<file path="src/rtl/rtc_periodic_irq.sv">
module rtc_periodic_irq #(
  parameter int CLK_HZ = 1048576,
  parameter int AW     = 4
) (
  input  logic          clk,
  input  logic          rst_n,
  input  logic          wr_en,
  input  logic          rd_en,
  input  logic [AW-1:0] addr,
  input  logic [7:0]    wdata,
  output logic [7:0]    rdata,
  input  logic          upd_evt,
  input  logic          alm_evt,
  output logic          irq
);
  localparam int CW = $clog2(CLK_HZ + 1);
  localparam logic [31:0] HZ = 32'(CLK_HZ);
  localparam logic [AW-1:0] IDX_CTLA = AW'(10);
  localparam logic [AW-1:0] IDX_CTLB = AW'(11);
  localparam logic [AW-1:0] IDX_STAT = AW'(12);
  localparam logic [2:0] SLOW_BASE = 3'b010;

  function automatic logic [CW-1:0] calc_period(input logic [6:0] a);
    logic [4:0] sh;
    logic slow;
    slow = (a[6:4] == SLOW_BASE);
    case (a[3:0])
      4'd0:    sh = 5'd0;
      4'd1:    sh = slow ? 5'd8 : 5'd15;
      4'd2:    sh = slow ? 5'd7 : 5'd14;
      default: sh = 5'd16 - {1'b0, a[3:0]};
    endcase
    return (a[3:0] == 4'd0) ? '0 : CW'(HZ >> sh);
  endfunction

  logic [6:0]    ctl_a;
  logic [7:0]    ctl_b;
  logic          pf, af, uf;
  logic [CW-1:0] cnt;
  logic [CW-1:0] period;
  logic          run, tick, wr_a, wr_b, rd_c, pie_off;

  assign period  = calc_period(ctl_a);
  assign run     = ctl_b[6] && (period != '0);
  assign tick    = run && (cnt == CW'(1));
  assign wr_a    = wr_en && (addr == IDX_CTLA);
  assign wr_b    = wr_en && (addr == IDX_CTLB);
  assign rd_c    = rd_en && (addr == IDX_STAT);
  assign pie_off = wr_b && !wdata[6];

  always_comb begin
    case (addr)
      IDX_CTLA: rdata = {1'b0, ctl_a};
      IDX_CTLB: rdata = ctl_b;
      IDX_STAT: rdata = {pf | af | uf, pf, af, uf, 4'b0000};
      default:  rdata = 8'h00;
    endcase
  end

  always_ff @(posedge clk) begin
    if (!rst_n) begin
      ctl_a <= '0;
      ctl_b <= '0;
      cnt   <= '0;
    end else begin
      if (wr_a) ctl_a <= wdata[6:0];
      if (wr_b) ctl_b <= wdata;
      if (wr_a)                               cnt <= calc_period(wdata[6:0]);
      else if (wr_b && (wdata[6] ^ ctl_b[6])) cnt <= period;
      else if (tick)                          cnt <= period;
      else if (run)                           cnt <= cnt - CW'(1);
    end
  end

  always_ff @(posedge clk) begin
    if (!rst_n) begin
      pf  <= 1'b0;
      af  <= 1'b0;
      uf  <= 1'b0;
      irq <= 1'b0;
    end else begin
      pf <= tick    ? 1'b1 : (rd_c ? 1'b0 : pf);
      af <= alm_evt ? 1'b1 : (rd_c ? 1'b0 : af);
      uf <= upd_evt ? 1'b1 : (rd_c ? 1'b0 : uf);
      if (pie_off)   irq <= 1'b0;
      else if (tick) irq <= 1'b1;
      else if (rd_c) irq <= 1'b0;
    end
  end

  // the interrupt line is never high without a pending periodic flag
  a_r8_irq_has_flag: assert property (@(posedge clk) disable iff (!rst_n)
    irq |-> pf);
  // a new periodic flag needs the engine to have been running
  a_r6_flag_needs_run: assert property (@(posedge clk) disable iff (!rst_n)
    $rose(pf) |-> $past(run));
  // a status read with no competing event leaves every flag clear
  a_r10_read_clears: assert property (@(posedge clk) disable iff (!rst_n)
    (rd_c && !tick && !upd_evt && !alm_evt) |=> (!pf && !af && !uf && !irq));
  // disabling the engine drops the interrupt
  a_r7_disable_drops_irq: assert property (@(posedge clk) disable iff (!rst_n)
    pie_off |=> !irq);
  // the countdown never exceeds the current period
  a_r2_cnt_bounded: assert property (@(posedge clk) disable iff (!rst_n)
    cnt <= period);
  // an update event in the same cycle as a status read survives it
  a_r11_event_wins: assert property (@(posedge clk) disable iff (!rst_n)
    (rd_c && upd_evt) |=> uf);
endmodule

</file>
<file path="config.mk">
export PLATFORM = sky130hd
export DESIGN_NAME = rtc_periodic_irq
export DESIGN_NICKNAME = d
export VERILOG_FILES = /design/src/rtl/rtc_periodic_irq.sv
export SDC_FILE = /design/constraint.sdc
export NUM_CORES = 1
export LEC_CHECK = 0
export ABC_AREA = 0
export BUFFER_PORTS_ARGS = -buffer_cell sky130_fd_sc_hd__buf_2
export CORE_UTILIZATION = 40
export DETAILED_ROUTE_END_ITERATION = 7
export PLACE_DENSITY = 0.61
export SLEW_MARGIN = 5
export SYNTH_ARGS = -nofsm -noshare
export SYNTH_HDL_FRONTEND = slang
export SYNTH_SLANG_ARGS = --single-unit
export TNS_END_PERCENT = 1
</file>
<file path="constraint.sdc">
create_clock -name clk -period 2.8 [get_ports clk]
set_input_delay 0.28 -clock clk [delete_from_list [all_inputs] [get_ports clk]]
set_output_delay 0.28 -clock clk [all_outputs]
set_load 0.05 [all_outputs]
</file>
==> results.md <==
* Area growth syn-to-layout at 14.5%
* Reg2reg path depth at 7
* Share of cells above drive strength 1 at 19.1%
* DR pass1 iterations at 5
* Min-delay worst type: in2reg
* Power Dens Cells at 366 nW/um2
* Skew-Pair Late Insertion Delay at 0.29 ns
* Final period utilization at 97.7%
* Synth Instances at 414
* Worst-path clk slew at 0.08 ns
* Min Clock Period, post-route at 2.74 ns
* Synthesized area at 3050 um2
* Mapped Nets at 442
* Yosys reg bits at 40
* Post-CTS sizing at 0
* R2R setup slack at 0.06 ns
* DRC violations left at 0
* CP Capture Type: flip-flop
* Largest stage delay on the critical path at 0.55 ns
* VDD IR-drop max at 0.000237 V
* Worst-path maximum fanout at 3
* Sequential share of the synthesized area at 26.3%
* Die Area at 7980 um2
* Yosys cell types at 61
* Initial Utilization at 41.8%
* Most Used Layer, Global Route: met2
* Chip width at 89.3 um
* Number of global-route vias before repair at 2819
* Slew Limit Fails at 0
* DRT antenna net count at 0
* TNS Setup at 0 ns
* Clock root buffer: clkbuf_8
* Worst slew margin at 57.3%
* Max cap viols at 0
* GR Util met2 at 38.5%
* Crit-path leading delay family: simple AND/OR/NAND/NOR gates
* Post-Route Skew at 0.00741 ns
* Grt ovf at 0
* GRT Total Usage at 22.4%
* HP Start: upd_evt
* Core area at 7290 um2
* Synth Warn # at 0
* Slowest stage cell on the critical path: or4b_4
* Setup Fix Bufs, Post-CTS at 0
* Clk buf depth at 2
* R2R Path Start: cnt[8]
* IO Pins at 27
* RR Endpoint: cnt[11]
* ANT cells at 0
* DP Wirelength at 6740 um
* CTS tree: built
* Status: complete, no violations
* RSZ-0062 raised after global routing: yes
* Commonest cells after routing, fill and taps aside: 66 x nand2_1, 45 x a21oi_1, 39 x dfxtp_1, 32 x buf_4, 29 x nor2_1
* Post-synth EDFFs at 0
* M3 GR Usage at 2.77%
* Crit path setup slack, layout at 0.0636 ns
* Crit path buf inv count at 0
* Clock H-tree levels at 2
* First-pass GRT wire length at 13800 um
* CTS Buf Count at 5
* Util after Layout at 47.9%
* Final setup fails at 0
* Avg Synthesized Cell Area at 7.37 um2
* Overall routed net length at 8910 um
* CP startpoint: cnt[8]
* Fraction of registers with async set/reset at 0%
* Dominant synthesized flop cell: dfxtp_1
* M1 GR Usage at 29.6%
* Port Buffers at 26
* Nets at 484
* Leakage at 1.45 nW
* Req. time, crit path at 3.02 ns
* Hold path cells at 3
* Startpoint types: flip-flop
* Final hold violation count at 0
* Fmax at 365 MHz
* CP Depth at 7
* Routability congestion estimate at 0.934
* Fillers at 763
* Via count at 3210
* Die height at 89.3 um
* Initial antenna violation count at 0
* Post-place setup slack at 0.0489 ns
* Worst-Margin Slew at 0.639 ns
* WL/cell at 16.0 um
* TritonCTS Sinks at 40
* Critical path class: reg2reg
* Initial DRC count at 244
* Maximum number of pins on one net before global-route repair at 28
* Site Rows at 31
* CP cell instances: or4_4, or4b_4, or3_4, or2_2, a2111oi_4, a21oi_1, o221ai_1
* Min Hold Slack at 0.197 ns
* Vias per std cell at 5.78
* Hold EP: uf
* WP data arrival at 2.96 ns
* Post-CTS Hold Fix Bufs at 0
* Leading cell type in the layout, fill and taps excluded: nand2_1
* Total power at 1.28 mW
-- final cells by class --
class	instances	area, um2	share of cell area, %
Inverter	13	48.8	1.40
Clock inverter	1	5.00	0.143
Multi-Input combinational cell	338	2070	59.2
Clock buffer	6	72.6	2.08
Tap cell	99	124	3.55
Timing Repair Buffer	58	370	10.6
Sequential cell	40	802	23.0
-- worst reg2reg max path, cell delays in order, from the launching register on --
cell and delay (ns):
dfxtp_1 0.31, or4_4 0.53, or4b_4 0.55, or3_4 0.39, or2_2 0.34, a2111oi_4 0.31, a21oi_1 0.07, o221ai_1 0.16
-- registers in the layout (all words and copies together) (netlist names) --
| signal | cells |
|---|---|
| cnt | 21 |
| ctl_b | 8 |
| ctl_a | 7 |
| af | 1 |
| irq | 1 |
| pf | 1 |
| uf | 1 |
-- cell usage after synthesis (all sizes together), types with 3 or more instances --
cell / count / share of area [%]
or2: 3 / 0.62
mux2: 3 / 1.2
nor2: 30 / 4.2
inv: 13 / 1.6
buf: 3 / 1.4
nor2b: 6 / 1.2
nor3b: 3 / 0.74
and3: 3 / 0.62
a31oi: 6 / 1.2
xor2: 10 / 2.9
nor4: 4 / 0.82
o221ai: 5 / 1.4
nand4: 9 / 1.8
o211ai: 3 / 0.74
dfxtp: 40 / 26
nand2: 67 / 8.2
nor3: 21 / 3.4
xnor2: 5 / 1.4
nand3: 18 / 3.0
mux2i: 4 / 1.3
or3b: 3 / 0.86
ha: 10 / 4.1
o21ai: 24 / 4.3
o21a: 3 / 0.74
o22ai: 3 / 0.82
a22oi: 5 / 1.2
or4: 3 / 0.86
and2: 4 / 0.90
o31ai: 6 / 1.5
a21oi: 45 / 7.4
a22o: 4 / 1.1
clkbuf: 20 / 3.8
nand2b: 4 / 0.82
-- logic make-up after synthesis --
group / share of synthesized area, %
adder cells (fa/ha/maj): 4.10
AND/OR/NAND/NOR: 30.4
multiplexers: 2.54
AO/OA/AOI/OAI: 25.6
XOR/XNOR: 4.31
flip-flops: 26.3
buffers and inverters: 6.77
-- per-layer routing --
layer	vias up	share of wire [%]
met4	0	1.5
met5	-	0
met1	1508	47
li1	1588	-
met2	101	47
met3	13	5.0
-- report_power, final --
part | internal, mW | switching, mW | leakage, nW
Clock | 0.170 | 0.207 | 0.0410
Combinational | 0.137 | 0.170 | 1.08
Sequential | 0.582 | 0.0126 | 0.324
Total | 0.889 | 0.390 | 1.45
-- stage by stage --
step | cell area [um2] | instances
final | 3490 | 555
after global routing | 3490 | 555
after CTS | 3460 | 555
after detailed placement | 3390 | 548
after global placement | 3390 | 548
after floorplan | 3050 | 414
-- worst max-delay path by stage --
stage          endpoint  slack (ns)
6_report        cnt[11]        0.06
5_1_grt         cnt[11]       -0.04
4_1_cts          cnt[6]        0.03
3_5_place_dp     cnt[6]        0.05
3_3_place_gp     cnt[6]        0.09
2_1_floorplan   cnt[15]       0.008
(Power assumes the default switching activity.)
